$ cat config.mk
export PLATFORM = sky130hd
export DESIGN_NAME = arinc_rx_filter
export DESIGN_NICKNAME = d
export VERILOG_FILES = /design/src/rtl/arinc_filt_pkg.sv /design/src/rtl/label_table.sv /design/src/rtl/word_gate.sv /design/src/rtl/rx_fifo.sv /design/src/rtl/arinc_rx_filter.sv
export SDC_FILE = /design/constraint.sdc
export NUM_CORES = 1
export LEC_CHECK = 0
export BUFFER_PORTS_ARGS = -buffer_cell sky130_fd_sc_hd__buf_2
export CAP_MARGIN = 15
export CORE_ASPECT_RATIO = 1.1
export CORE_UTILIZATION = 60
export DETAILED_ROUTE_END_ITERATION = 10
export PLACE_DENSITY_LB_ADDON = 0.1
export SKIP_LAST_GASP = 1
export SLEW_MARGIN = 20
export SYNTH_ARGS = -nofsm -noshare
export SYNTH_HDL_FRONTEND = slang
export SYNTH_HIERARCHICAL = 1
export SYNTH_SLANG_ARGS = --single-unit
$ cat constraint.sdc
create_clock -name clk -period 4.7 [get_ports clk]
set_input_delay 0.705 -clock clk [delete_from_list [all_inputs] [get_ports clk]]
set_output_delay 0.705 -clock clk [all_outputs]
set_load 0.05 [all_outputs]
$ cat src/rtl/arinc_filt_pkg.sv
package arinc_filt_pkg;

    localparam int WORD_W = 32;
    localparam int LBL_W  = 8;

    // Buffer operation chosen in one cycle
    typedef enum logic [2:0] {
        OP_IDLE,
        OP_PUSH,
        OP_POP,
        OP_BOTH,
        OP_OVWR
    } buf_op_e;

    // Control bits that steer the accept decision
    typedef struct packed {
        logic lbl_en;
        logic par_en;
        logic dec_en;
        logic dec_b10;
        logic dec_b9;
        logic chan_rst;
    } gate_cfg_t;

    function automatic logic [LBL_W-1:0] flip_label(input logic [LBL_W-1:0] l);
        logic [LBL_W-1:0] r;
        for (int i = 0; i < LBL_W; i++) r[i] = l[LBL_W-1-i];
        return r;
    endfunction

endpackage

$ cat src/rtl/label_table.sv
module label_table
    import arinc_filt_pkg::*;
#(
    parameter int ENTRIES = 16,
    localparam int IDX_W = $clog2(ENTRIES)
) (
    input  logic             clk,
    input  logic             we,
    input  logic [IDX_W-1:0] widx,
    input  logic [LBL_W-1:0] wdata,
    input  logic [IDX_W-1:0] ridx,
    output logic [LBL_W-1:0] rdata,
    input  logic [LBL_W-1:0] rx_label,   // ARINC bits 1..8 at [0]..[7]
    output logic             hit
);

    logic [LBL_W-1:0] tbl [ENTRIES];
    logic [ENTRIES-1:0] hit_vec;
    logic [LBL_W-1:0] cmp_label;

    // entry MSB compares with the first label bit received
    assign cmp_label = flip_label(rx_label);

    always_ff @(posedge clk) begin
        if (we) tbl[widx] <= wdata;
    end

    generate
        for (genvar e = 0; e < ENTRIES; e++) begin : g_cmp
            assign hit_vec[e] = (tbl[e] == cmp_label);
        end
    endgenerate

    assign hit   = |hit_vec;
    assign rdata = tbl[ridx];

endmodule

$ cat src/rtl/word_gate.sv
module word_gate
    import arinc_filt_pkg::*;
(
    input  logic              clk,
    input  logic              rst,
    input  gate_cfg_t         cfg,
    input  logic              vld,
    input  logic [WORD_W-1:0] word,
    input  logic              lbl_hit,
    output logic              push,
    output logic [WORD_W-1:0] store_word
);

    logic lbl_ok, dec_ok, odd_ones;

    assign odd_ones = ^word;
    assign lbl_ok   = !cfg.lbl_en || lbl_hit;
    assign dec_ok   = !cfg.dec_en || ((word[9] == cfg.dec_b10) && (word[8] == cfg.dec_b9));
    assign push     = vld && !cfg.chan_rst && lbl_ok && dec_ok;

    always_comb begin
        store_word = word;
        if (cfg.par_en && odd_ones) store_word[WORD_W-1] = 1'b0;
    end


    decode_mismatch_chk: assert property (@(posedge clk) disable iff (rst)
        (cfg.dec_en && (word[9] != cfg.dec_b10)) |-> !push);


    parity_mark_chk: assert property (@(posedge clk) disable iff (rst)
        (push && cfg.par_en && odd_ones) |-> !store_word[WORD_W-1]);

endmodule

$ cat src/rtl/rx_fifo.sv
module rx_fifo
    import arinc_filt_pkg::*;
#(
    parameter int DEPTH = 4,
    parameter int W     = 32,
    localparam int PTR_W = $clog2(DEPTH),
    localparam int CNT_W = $clog2(DEPTH + 1)
) (
    input  logic         clk,
    input  logic         rst,
    input  logic         clr,
    input  logic         push,
    input  logic [W-1:0] din,
    input  logic         pop,
    output logic [W-1:0] dout,
    output logic         empty,
    output logic         full
);

    logic [W-1:0]     mem [DEPTH];
    logic [PTR_W-1:0] wptr, rptr;
    logic [CNT_W-1:0] cnt, cnt_nxt;
    buf_op_e          op;

    always_comb begin
        op = OP_IDLE;
        unique case ({push, pop && !empty})
            2'b10:   op = full ? OP_OVWR : OP_PUSH;
            2'b01:   op = OP_POP;
            2'b11:   op = OP_BOTH;
            default: op = OP_IDLE;
        endcase
    end

    always_comb begin
        cnt_nxt = cnt;
        if (op == OP_PUSH) cnt_nxt = cnt + 1'b1;
        else if (op == OP_POP) cnt_nxt = cnt - 1'b1;
    end

    always_ff @(posedge clk) begin
        if (rst || clr) begin
            wptr  <= '0;
            rptr  <= '0;
            cnt   <= '0;
            empty <= 1'b1;
            full  <= 1'b0;
        end else begin
            cnt   <= cnt_nxt;
            empty <= (cnt_nxt == '0);
            full  <= (cnt_nxt == CNT_W'(DEPTH));
            case (op)
                OP_PUSH: begin
                    mem[wptr] <= din;
                    wptr      <= wptr + 1'b1;
                end
                OP_POP:  rptr <= rptr + 1'b1;
                OP_BOTH: begin
                    mem[wptr] <= din;
                    wptr      <= wptr + 1'b1;
                    rptr      <= rptr + 1'b1;
                end
                OP_OVWR: mem[wptr - 1'b1] <= din;
                default: ;
            endcase
        end
    end

    assign dout = empty ? '0 : mem[rptr];


    overwrite_keeps_full_chk: assert property (@(posedge clk) disable iff (rst || clr)
        (full && push && !pop) |=> (full && $stable(wptr) && $stable(rptr)));


    empty_pop_inert_chk: assert property (@(posedge clk) disable iff (rst || clr)
        (empty && pop && !push) |=> (empty && $stable(rptr)));


    both_keeps_count_chk: assert property (@(posedge clk) disable iff (rst || clr)
        (push && pop && !empty) |=> $stable(cnt));


    status_exclusive_chk: assert property (@(posedge clk) disable iff (rst)
        !(empty && full));

endmodule

$ cat src/rtl/arinc_rx_filter.sv
module arinc_rx_filter
    import arinc_filt_pkg::*;
#(
    parameter int N_LABELS = 16,
    parameter int DEPTH    = 4,
    localparam int IDX_W   = $clog2(N_LABELS)
) (
    input  logic              clk,
    input  logic              rst,
    input  logic              word_vld,
    input  logic [31:0]       word_in,
    input  logic              cfg_flag_full,
    input  logic              cfg_lbl_en,
    input  logic              cfg_chan_rst,
    input  logic              cfg_par_en,
    input  logic              cfg_dec_en,
    input  logic              cfg_dec_b10,
    input  logic              cfg_dec_b9,
    input  logic              cfg_lbl_fwd,
    input  logic              cfg_wr,
    input  logic              lbl_we,
    input  logic [IDX_W-1:0]  lbl_widx,
    input  logic [7:0]        lbl_wdata,
    input  logic [IDX_W-1:0]  lbl_ridx,
    output logic [7:0]        lbl_rdata,
    input  logic              pop,
    output logic [31:0]       rd_word,
    output logic              empty,
    output logic              full,
    output logic              flag
);

    gate_cfg_t         gcfg;
    logic              lbl_hit, push;
    logic [WORD_W-1:0] store_word, head;

    assign gcfg = '{lbl_en:   cfg_lbl_en,
                    par_en:   cfg_par_en,
                    dec_en:   cfg_dec_en,
                    dec_b10:  cfg_dec_b10,
                    dec_b9:   cfg_dec_b9,
                    chan_rst: cfg_chan_rst};

    label_table #(.ENTRIES(N_LABELS)) u_tbl (
        .clk      (clk),
        .we       (lbl_we),
        .widx     (lbl_widx),
        .wdata    (lbl_wdata),
        .ridx     (lbl_ridx),
        .rdata    (lbl_rdata),
        .rx_label (word_in[LBL_W-1:0]),
        .hit      (lbl_hit)
    );

    word_gate u_gate (
        .clk        (clk),
        .rst        (rst),
        .cfg        (gcfg),
        .vld        (word_vld),
        .word       (word_in),
        .lbl_hit    (lbl_hit),
        .push       (push),
        .store_word (store_word)
    );

    rx_fifo #(.DEPTH(DEPTH), .W(WORD_W)) u_fifo (
        .clk   (clk),
        .rst   (rst),
        .clr   (cfg_wr || cfg_chan_rst),
        .push  (push),
        .din   (store_word),
        .pop   (pop),
        .dout  (head),
        .empty (empty),
        .full  (full)
    );

    always_comb begin
        rd_word = head;
        if (!cfg_lbl_fwd) rd_word[LBL_W-1:0] = flip_label(head[LBL_W-1:0]);
    end

    assign flag = cfg_flag_full ? full : !empty;


    chan_rst_empties_chk: assert property (@(posedge clk) disable iff (rst)
        cfg_chan_rst |=> empty);


    cfg_wr_empties_chk: assert property (@(posedge clk) disable iff (rst)
        cfg_wr |=> empty);


    empty_reads_zero_chk: assert property (@(posedge clk) disable iff (rst)
        empty |-> (rd_word == '0));

endmodule

Word level (Yosys, flattened, before mapping)

Memory sizes are Yosys's and may differ from the RTL's. A register that Yosys moved wholly into a read port is not among the register bits.
Index checks and enable logic that the tools add are counted.

Muxes and demuxes: 25
$add $sub $neg: 5
Bitwise logic cells: 1
Reduce and logical (&&, ||, !) cells: 20
Eq/ne operators: 26

Operators by type and width:

| operator                                                              | number |
|---|---|
| 8-bit equality test                                                   | 16 |
| 32-bit 2-to-1 mux                                                     | 3 |
| 32-bit OR reduction                                                   | 1 |
| 32-bit XOR reduction                                                  | 1 |
| 16-bit OR reduction                                                   | 1 |
| 1-bit 2-to-1 mux                                                      | 14 |
| 3-bit 2-to-1 mux                                                      | 3 |
| 3-bit one-hot mux with 3 select lines                                 | 1 |
| 8-bit 2-to-1 mux                                                      | 1 |
| 3-bit by 2-bit equality test with 1-bit output, second input constant | 2 |
| 3-bit equality test, second input constant                            | 2 |
| 1-bit logical AND                                                     | 6 |
| 2-bit 2-to-1 mux                                                      | 3 |
| 2-bit by 1-bit adder with 2-bit output, second input constant         | 2 |
| 2-bit equality test, second input constant                            | 2 |
| 1-bit logical NOT                                                     | 4 |
| 1-bit logical OR                                                      | 4 |
| 2-bit OR reduction                                                    | 2 |
| 3-bit by 1-bit adder with 3-bit output, second input constant         | 1 |
| 3-bit by 1-bit equality test with 1-bit output, second input constant | 1 |
| 3-bit logical NOT                                                     | 1 |
| 3-bit by 1-bit subtractor with 3-bit output, second input constant    | 1 |
| 1-bit equality test                                                   | 2 |
| 2-bit by 1-bit equality test with 1-bit output, second input constant | 1 |
| other kinds (2)                                                       | 2 |

Input port bits: 62
Memories: 2
Logic and storage cells: 84
Output and inout port bits: 43
Bits in writable memories: 256
Register bits after elaboration: 9

Memory list:

| memory     | depth | width | rd ports | clocked after memory_dff | wr ports | line              | text |
|---|---|---|---|---|---|---|---|
| u_fifo.mem | 4     | 32    | 1        | 1                        | 1        | rx_fifo.sv:20     | `logic [W-1:0] mem [DEPTH];` |
| u_tbl.tbl  | 16    | 8     | 17       | 0                        | 1        | label_table.sv:17 | `logic [LBL_W-1:0] tbl [ENTRIES];` |

Logic depth before layout (Yosys ltp)

Gate-level depths: netlist of run 1.

Word-level depth: 13
Mapped depth: 14
Depth with buffers taken out: 12

Modules after synthesis

Netlist of run 1, hierarchy kept.

By module, submodules not included:

| module          | instances | area an instance (um^2) | cells an instance | sequential area each (um^2) |
|---|---|---|---|---|
| label_table     | 1         | 6522.5                  | 394               | 3843.7 |
| rx_fifo         | 1         | 5413.9                  | 274               | 4063.9 |
| word_gate       | 1         | 550.5                   | 68                | 0.0 |
| arinc_rx_filter | 1         | 146.4                   | 12                | 0.0 |

Worst setup path before layout of run 1

Ideal clock, no wire load.

Path kind: in2reg
Start: input word_in[4]
End: memory u_fifo.mem[0][0] (enable)
Arrival time: 3801 ps
Slack: 478 ps
Cell stages on the path: 13
Path through: buf_2 buf_2 xor2_1 nor4_1 nand2_1 o21ai_0 nor4_1 nand4_1 nand2b_1 and4b_1 clkbuf_1 nand4_1 nor2_1

Longest elaborated chain between the ends: 13
Elaborated cells between the ends (all ways): 40

Ends and longest elaborated chain:

| item                                                                                  | line                                        | text |
|---|---|---|
| start, declared                                                                       | arinc_rx_filter.sv:11                       | `input logic [31:0] word_in,` |
| 8-bit equality test                                                                   | label_table.sv:30                           | `assign hit_vec[e] = (tbl[e] == cmp_label);` |
| 16-bit OR reduction (*)                                                               | label_table.sv:34                           | `assign hit = \|hit_vec;` |
| named net lbl_hit                                                                     | arinc_rx_filter.sv:34                       | `logic lbl_hit, push;` |
| 1-bit logical OR (*)                                                                  | word_gate.sv:17                             | `assign lbl_ok = !cfg.lbl_en \|\| lbl_hit;` |
| 1-bit logical AND (*) (2 in series)                                                   | word_gate.sv:19                             | `assign push = vld && !cfg.chan_rst && lbl_ok && dec_ok;` |
| named net push                                                                        | arinc_rx_filter.sv:34                       |  |
| 2-bit equality test or 2-bit by 1-bit equality test with 1-bit output (tied branches) | rx_fifo.sv:27                               | `unique case ({push, pop && !empty})` |
| 3-bit one-hot mux with 3 select lines (*)                                             | rx_fifo.sv:27                               |  |
| 3-bit equality test (tied with other cells)                                           | rx_fifo.sv:52                               | `case (op)` |
| 1-bit 2-to-1 mux                                                                      | rx_fifo.sv:52                               |  |
| 1-bit 2-to-1 mux                                                                      | rx_fifo.sv:42                               | `if (rst \|\| clr) begin` |
| 1-bit 2-to-1 mux (on tied branches)                                                   | rx_fifo.sv:63, rx_fifo.sv:54, rx_fifo.sv:59 |  |
| 32-bit OR reduction (no source line) or 1-bit bitwise OR (tied branches)              | --                                          |  |
| 2-bit 2-to-1 mux (no source line) or 1-bit 2-to-1 mux (tied branches)                 | --                                          |  |
| end, declared                                                                         | rx_fifo.sv:20                               |  |

Mark *: on every way through the listed nets, which the timed path passes. The rest lies on a longest branch.

Worst setup path in the final report of run 1

Start: input word_in[0]
End: memory u_fifo.mem[0][13] (enable)

Same word-level chain as after synthesis.

==> impl_metrics.yaml, run 1 <==
status:
  outcome: "completed"
clocking:
  cts-htree-levels: 1
  post_cts_buffers: 0
  cts_hold_buffers: 0
  cts_buffer_depth: 3
  clkTransAtPathRegs_ps: 60
  clk_latency_ps: 540
  ctsResizeCount: 0
  cts_tree: "built"
  numCtsBuffers: 27
  root_buffer: "clkbuf_16"
  cts_sinks: 267
worst_setup_path:
  critical_path.startpoint_type: "input port"
  path_cells: "buf_2, xor2_1, nor4_1, nand2_1, o21ai_0, nor4_1, nand4_1, nand2b_1, and4b_1, nand4_1, nor2_4, buf_4"
  worst-path-buf-inv: 2
  cp_slowest_cell: "nor4_1"
  critPathArrivalTime_ps: 3920
  cpLargestDelayFamily: "simple AND/OR/NAND/NOR gates"
  crit_required_ps: 4880
  worstSetupPathType: "input port to flip-flop"
  r2r_setup_slack_ps: 1140
  crit_fanout: 32
  critPathMaxStageDelay_ps: 680
  crit_path_end_kind: "flip-flop"
timing:
  rsz0062_at_grt: "no"
  hold_viol_final: 0
  fin_crit_sh: 0.7966
  tightest_slew_ps: 1056
  drv_slew: 0
  fmax_mhz: 267.1
  setup_viol: 0
  tns_ps: 0
  skew_ps: 17.98
  period_minus_slack_ps: 3744
  slew_headroom: 0.2935
  final.setup.worst_slack_ps: 956.2
  whs_ps: 413.8
synth:
  synth_top_cell_by_area: "edfxtp_1"
  yosys.area.top_type_share: 0.6085
  ys_top_cells_by_count: "edfxtp_1, xnor2_1, xor2_1, mux4_2, buf_4"
  ys_seq_elements: 267
  synth-edff-count: 256
  post-synth-top-count-cell: "edfxtp_1"
  synth_xor_area_frac: 0.1144
  synth-async-reset-ratio: 0
  ys.warnings.count: 6
  synth-seq-area-share: 0.6259
  synth_fp_nets: 812
  synthCells: 748
  synth_mux_area_frac: 0.1457
  syn_avg_cell_area_um2: 16.89
  yosys-top-cells-area: "edfxtp_1, mux4_2, xnor2_1"
  synth_top_family_by_area: "multiplexers"
  ys.flop_type: "edfxtp_1"
  post_synth_and_or_nand_nor_area_fraction: 0.05932
  synthAdderAreaFrac: 0.001981
  syn_area_um2: 12630
  ys_types: 44
  synth-compound-area-share: 0.01218
detailed_routing:
  ant_nets: 0
  wl_um: 26140
  post_drt_via_cell_ratio: 6.127
  drc_errors: 0
  dr_total_vias: 6740
  wl_met1_um: 9964
  highest_layer: "met4"
  drt_pre_antenna_iters: 5
  dr.first_iter.drc_count: 475
  route.met2.wl_um: 13720
  wl_per_cell_um: 23.76
  route.met3.wl_um: 1563
placement:
  placed_area_um2: 13100
  place.gp.congestion: 0.8603
  dpl_worst_slack_ps: 512.8
  numPortBuffers: 104
  dp_hpwl_um: 18050
grt:
  antenna_found_initial: 1
  grt_overflow: 0
  first_global_vias: 6967
  grt_usage: 0.2498
  grt_max_degree: 33
  grt_pass1_wl_um: 40340
layout:
  nets: 887
  drive_gt1_frac: 0.2660
  fin_area_um2: 13990
  syn_to_final_growth_pct: 10.71
floorplanning:
  core_area_um2: 20580
  fp.dieW_um: 140.4
  die-area_um2: 21640
  initial_core_util: 0.6140
  io_pins: 105
  die_h_um: 154.2
  std_cell_rows: 55
run:
  cap_violations: 0
power:
  ir_worst_vdd_mv: 0.3182
  powerDensity_nw_per_um2: 370.7
  leakage_nw: 4.664
hold_path:
  min_path_type: "input port to flip-flop"
## state kept, by name (all words and copies together), names as in the netlist, named ones only
| signal | flops |
|---|---|
| u_fifo/empty | 1 |
| u_fifo/wptr | 2 |
| u_fifo/full | 1 |
| u_fifo/cnt | 3 |
| u_fifo/rptr | 2 |
| u_tbl/tbl | 128 |
| u_fifo/mem | 128 |
## power breakdown
group	internal [mW]	total, mW	switching [mW]
combinational	0.166	0.407	0.241
sequential	2.64	2.65	0.0169
clock	1.27	2.12	0.855
## per-layer routing
layer / vias to the layer above / track usage
met1: 3406 / 0.3105
li1: 2996 / -
met2: 286 / 0.4445
met3: 52 / 0.03622
met4: 0 / 0.09576
met5: - / 0
## path summary, 6_finish.rpt
path | start | endpoint | cells after the start
setup / recovery | word_in[0] | u_fifo/mem[0][13] | 12
hold / removal | word_in[24] | u_fifo/mem[3][24] | 1
setup reg to reg | u_tbl/tbl[15][4] | u_fifo/mem[0][13] | 11
hold reg to reg | u_fifo/rptr[0] | u_fifo/rptr[0] | 2
## cells by family after synthesis
logic type | Yosys count
XOR/XNOR | 165
AND/OR/NAND/NOR | 134
AO/OA/AOI/OAI | 24
buffers and inverters | 74
flip-flops | 267
adder cells (fa/ha/maj) | 2
multiplexers | 82
## cell usage in the layout, fill, tap and decap left out, types with 3 or more instances in the layout
master / instances
nand4_1: 22
nand2_1: 10
nand3b_1: 3
o21ai_0: 6
clkbuf_1: 4
clkbuf_16: 27
clkinv_2: 6
mux2_4: 8
nor3_1: 5
inv_1: 4
clkinv_1: 4
bufinv_16: 4
nand2b_1: 4
nor4_1: 15
a21oi_1: 7
buf_2: 104
buf_4: 11
xnor2_1: 102
mux4_2: 51
dfxtp_1: 10
and3_1: 4
edfxtp_1: 256
nor2b_1: 31
nor2_1: 27
xor2_1: 63
mux4_1: 21
## per-stage QoR
step                        util  power, mW  instances
after floorplan                -      3.008        748
after global placement    0.6365      3.105       1050
after detailed placement  0.6365      3.112       1050
after CTS                 0.6792      5.228       1098
after global routing      0.6796      5.336       1099
final                     0.6797      5.184       1100
## cell type report
type	count	area (um2)
Inverter	4	15.01
Tap cell	256	320.3
Clock buffer	31	690.7
Clock inverter	17	188.9
Antenna cell	2	5.005
Sequential cell	267	7909
Timing Repair Buffer	116	623.1
Fill cell	1347	6590
Multi-Input combinational cell	407	4234
(Power assumes the default switching activity.)
==> inputs of run 2 (changes only) <==
==> constraint.sdc (replaced) <==
create_clock -name clk -period 3.5 [get_ports clk]
set_input_delay 0.525 -clock clk [delete_from_list [all_inputs] [get_ports clk]]
set_output_delay 0.525 -clock clk [all_outputs]
set_load 0.05 [all_outputs]
==> impl_metrics.yaml, run 2 (synthesized netlist as in run 1, its figures left out) <==
status:
  outcome: "completed"
timing:
  tns_ps: 0
  fin_crit_sh: 0.9142
  rsz0062_at_grt: "no"
  skew_ps: 12.59
  period_minus_slack_ps: 3200
  setup_viol: 0
  fmax_mhz: 312.5
  slew_headroom: 0.3094
  hold_viol_final: 0
  final.setup.worst_slack_ps: 300.4
  whs_ps: 240.0
  drv_slew: 0
  tightest_slew_ps: 1032
worst_setup_path:
  crit_path_end_kind: "flip-flop"
  worstSetupPathType: "flip-flop to flip-flop"
  critPathArrivalTime_ps: 3430
  r2r_start: "u_tbl/tbl[15][7]"
  timing.rr.end: "u_fifo/mem[0][19]"
  crit_required_ps: 3730
  reg2reg_depth: 11
  crit_fanout: 20
  critical_path.startpoint_type: "flip-flop"
  r2r_setup_slack_ps: 300
layout:
  top_regs: "u_fifo/mem: 128 flops, u_tbl/tbl: 128 flops, u_fifo/cnt: 3 flops"
  mostFrequentLayoutCells: "edfxtp_1, buf_2, xnor2_1"
  drive_gt1_frac: 0.2759
  syn_to_final_growth_pct: 12.07
  fin_cells: 1115
  fin_area_um2: 14160
  antennaDiodeCount: 0
  finish.utilization: 0.6881
  layout_commonest_cell: "edfxtp_1"
  nets: 906
clocking:
  clkTransAtPathRegs_ps: 60
  cts_tree: "built"
  post_cts_buffers: 0
  cts_sinks: 267
  cts-htree-levels: 1
  cts_buffer_depth: 3
  clk_latency_ps: 530
  numCtsBuffers: 26
  cts_hold_buffers: 0
  root_buffer: "clkbuf_16"
  ctsResizeCount: 0
power:
  ir_worst_vdd_mv: 0.4594
  total_power_mw: 6.735
  powerDensity_nw_per_um2: 475.7
  leakage_nw: 4.753
grt:
  antenna_found_initial: 0
  grt_overflow: 0
  grt_usage: 0.2534
  first_global_vias: 7212
  grt_max_degree: 33
  grt_pass1_wl_um: 40670
floorplanning:
  die-area_um2: 21640
  core_area_um2: 20580
  die_h_um: 154.2
  io_pins: 105
  std_cell_rows: 55
  fp.dieW_um: 140.4
  initial_core_util: 0.6140
hold_path:
  hold-path-endpoint: "u_fifo/mem[2][24]"
  hp-start: "word_in[24]"
  min_path_cells: 1
  min_path_type: "input port to flip-flop"
detailed_routing:
  dr.first_iter.drc_count: 447
  wl_um: 26520
  drc_errors: 0
  dr_total_vias: 6788
  ant_nets: 0
  post_drt_via_cell_ratio: 6.088
  wl_per_cell_um: 23.79
  drt_pre_antenna_iters: 4
run:
  cap_violations: 0
placement:
  dpl_worst_slack_ps: -36.17
  dp_hpwl_um: 18600
  numPortBuffers: 104
  place.gp.congestion: 0.8632
  placed_area_um2: 13380
  dp_cells: 1070
==> run 2: cell count changes in the layout (fill, tap and decap cells not counted), sizes merged <==
cell,delta
buf,+20
bufinv,-3
clkbuf,+3
clkinv,-2
diode,-2
clkinvlp,-1
==> run 2: routing by layer <==
metal  wire length [um]  share of wire  vias up  track usage
met5                  0              0        -            0
li1                   -              -     3032            -
met3               1454          0.055       78      0.03870
met2              13740           0.52      240       0.4498
met4               1462          0.055        0       0.1376
met1               9866           0.37     3438       0.2977
==> run 2: worst max-delay path, stage by stage, from the launching register on <==
cell and delay, ps:
edfxtp_1 420, xor2_1 190, nor4_1 640, nand2_1 110
o21ai_0 130, nor4_1 110, nand4_1 90, nand2b_1 100
and4b_1 410, nand4_1 300, nor2_4 220, buf_12 190
==> run 2: final cells by class <==
type,count,area (um2)
Clock buffer,34,701.9
Clock inverter,11,80.08
Fill cell,1352,6417
Inverter,4,15.01
Multi-Input combinational cell,407,4234
Sequential cell,267,7909
Tap cell,256,320.3
Timing Repair Buffer,136,898.4
==> run 2: worst max-delay path by stage <==
stage / start / end / slack (ps) / cells after the start
finish: u_tbl/tbl[15][7] / u_fifo/mem[0][19] / 300 / 11
global route: u_tbl/tbl[11][7] / u_fifo/mem[0][19] / 70 / 11
CTS: flip-flop / rd_word[0] / 330 / 4
detailed placement: word_in[0] / u_fifo/mem[0][5] / -40 / 12
global placement: word_in[0] / u_fifo/mem[0][15] / 20 / 12
floorplan: word_in[4] / u_fifo/mem[0][0] / -60 / 13
==> run 2: power by group <==
part           internal (mW)  switching, mW  leakage [nW]
clock                   1.48           1.12         0.379
combinational          0.242          0.338          1.98
sequential              3.54         0.0213          2.40
==> inputs of run 3 (changes only) <==
--- a/config.mk
+++ b/config.mk
@@ -11,6 +11,7 @@
 export CORE_UTILIZATION = 60
 export DETAILED_ROUTE_END_ITERATION = 10
 export PLACE_DENSITY_LB_ADDON = 0.1
+export RECOVER_POWER = 100
 export SKIP_LAST_GASP = 1
 export SLEW_MARGIN = 20
 export SYNTH_ARGS = -nofsm -noshare
==> impl_metrics.yaml, run 3 (synthesized netlist as in run 1, its figures left out) <==
detailed_routing:
  wl_per_cell_um: 23.86
  drt_pre_antenna_iters: 7
  post_drt_via_cell_ratio: 6.117
  wl_um: 26610
  dr_total_vias: 6821
  ant_nets: 0
  drc_errors: 0
  dr.first_iter.drc_count: 392
clocking:
  cts_hold_buffers: 0
  ctsResizeCount: 0
  clkTransAtPathRegs_ps: 60
  cts_buffer_depth: 3
  cts_sinks: 267
  cts-htree-levels: 1
  numCtsBuffers: 26
  post_cts_buffers: 0
  clk_latency_ps: 540
  root_buffer: "clkbuf_16"
  cts_tree: "built"
timing:
  rsz0062_at_grt: "no"
  hold_viol_final: 0
  skew_ps: 14.69
  period_minus_slack_ps: 3309
  fmax_mhz: 302.2
  setup_viol: 0
  drv_slew: 9
  slew_headroom: -0.06493
  whs_ps: 257.1
  tightest_slew_ps: 1585
  fin_crit_sh: 0.9454
worst_setup_path:
  cp.depth: 12
  reg2reg_depth: 10
  cp_slowest_cell: "nor4_1"
  critPathArrivalTime_ps: 3470
  cpLargestDelayFamily: "simple AND/OR/NAND/NOR gates"
  worst-path-buf-inv: 3
  crit_fanout: 32
  cpMostUsedCell: "nor4_1"
  critical_path.startpoint_type: "input port"
  crit_required_ps: 3660
  r2r_setup_slack_ps: 230
  timing.rr.end: "u_fifo/mem[1][14]"
  path_cells: "clkbuf_1, buf_4, xor2_1, nor4_1, nand2_1, o21ai_0, nor4_1, nand4_1, nand2b_1, and4b_1, and3_1, clkbuf_4"
  critPathMaxStageDelay_ps: 610
  r2r_start: "u_tbl/tbl[11][7]"
  crit_path_end_kind: "flip-flop"
  worstSetupPathType: "input port to flip-flop"
grt:
  grt_pass1_wl_um: 40670
  grt_usage: 0.2534
  first_global_vias: 7212
  grt_overflow: 0
  antenna_found_initial: 0
  grt_max_degree: 33
layout:
  antennaDiodeCount: 0
  num-fill-cells: 1396
  mostFrequentLayoutCells: "edfxtp_1, xnor2_1, clkbuf_1"
  drive_gt1_frac: 0.1956
  nets: 906
  fin_cells: 1115
  layout_commonest_cell: "edfxtp_1"
  syn_to_final_growth_pct: 10.74
  top_regs: "u_fifo/mem: 128 flops, u_tbl/tbl: 128 flops, u_fifo/cnt: 3 flops"
placement:
  dp_cells: 1070
  dp_hpwl_um: 18600
  place.gp.congestion: 0.8632
  numPortBuffers: 104
floorplanning:
  die_h_um: 154.2
  die-area_um2: 21640
  io_pins: 105
  core_area_um2: 20580
  std_cell_rows: 55
  initial_core_util: 0.6140
  fp.dieW_um: 140.4
power:
  leakage_nw: 4.506
  powerDensity_nw_per_um2: 481.0
  ir_worst_vdd_mv: 0.4587
status:
  violations: "max-capacitance violations, max-slew violations"
  outcome: "finished with violations"
hold_path:
  hold-path-endpoint: "u_fifo/empty"
  min_path_type: "input port to flip-flop"
  min_path_cells: 3
  hp-start: "rst"
run:
  cap_violations: 1
-- run 3: report_power, final --
group | internal [mW] | switching, mW
Sequential | 3.54 | 0.0214
Clock | 1.48 | 1.13
Combinational | 0.227 | 0.337
-- run 3: worst max-delay path by stage --
stage / startpoint / endpoint / slack, ps
6_report: word_in[3] / u_fifo/mem[1][14] / 190
4_1_cts: flip-flop / rd_word[0] / 330
2_1_floorplan: word_in[4] / u_fifo/mem[0][0] / -60
3_5_place_dp: word_in[0] / u_fifo/mem[0][5] / -40
5_1_grt: flip-flop / rd_word[9] / 50
3_3_place_gp: word_in[0] / u_fifo/mem[0][15] / 20
-- run 3: per-stage QoR --
step	area [um2]	TNS (ps)	power [mW]	setup WS, ps	util
3_3_place_gp	13380	0	4.193	19.07	0.6501
5_1_grt	13990	0	6.922	45.62	0.6799
2_1_floorplan	12640	-3803	4.039	-59.43	-
3_5_place_dp	13380	-1487	4.206	-36.17	0.6501
4_1_cts	14160	0	6.796	327.2	0.6881
6_report	13990	0	6.729	191.1	0.6799
-- run 3: worst register-to-register path, cell delays in order (launching register included) --
cell      delay (ps)
edfxtp_1         420
xor2_1           200
nor4_1           630
nand2_1          100
o21ai_0          130
nor4_1           120
nand4_1           90
nand2b_1         110
and4b_1          400
and3_1           210
clkbuf_4         470
-- run 3: final cells by class --
cell class	instances	area (um2)	area share
tap	256	320.3	0.02290
sequential	267	7909	0.5653
multi-input combinational	407	4224	0.3019
timing repair buffer	136	739.5	0.05286
clock buffer	34	701.9	0.05017
inverter	4	15.01	0.001073
clock inverter	11	80.08	0.005724
-- run 3: routing by layer --
metal / part of all wire / track usage
met1: 0.37 / 0.2977
met5: 0 / 0
met2: 0.52 / 0.4498
met4: 0.052 / 0.1376
met3: 0.053 / 0.03870
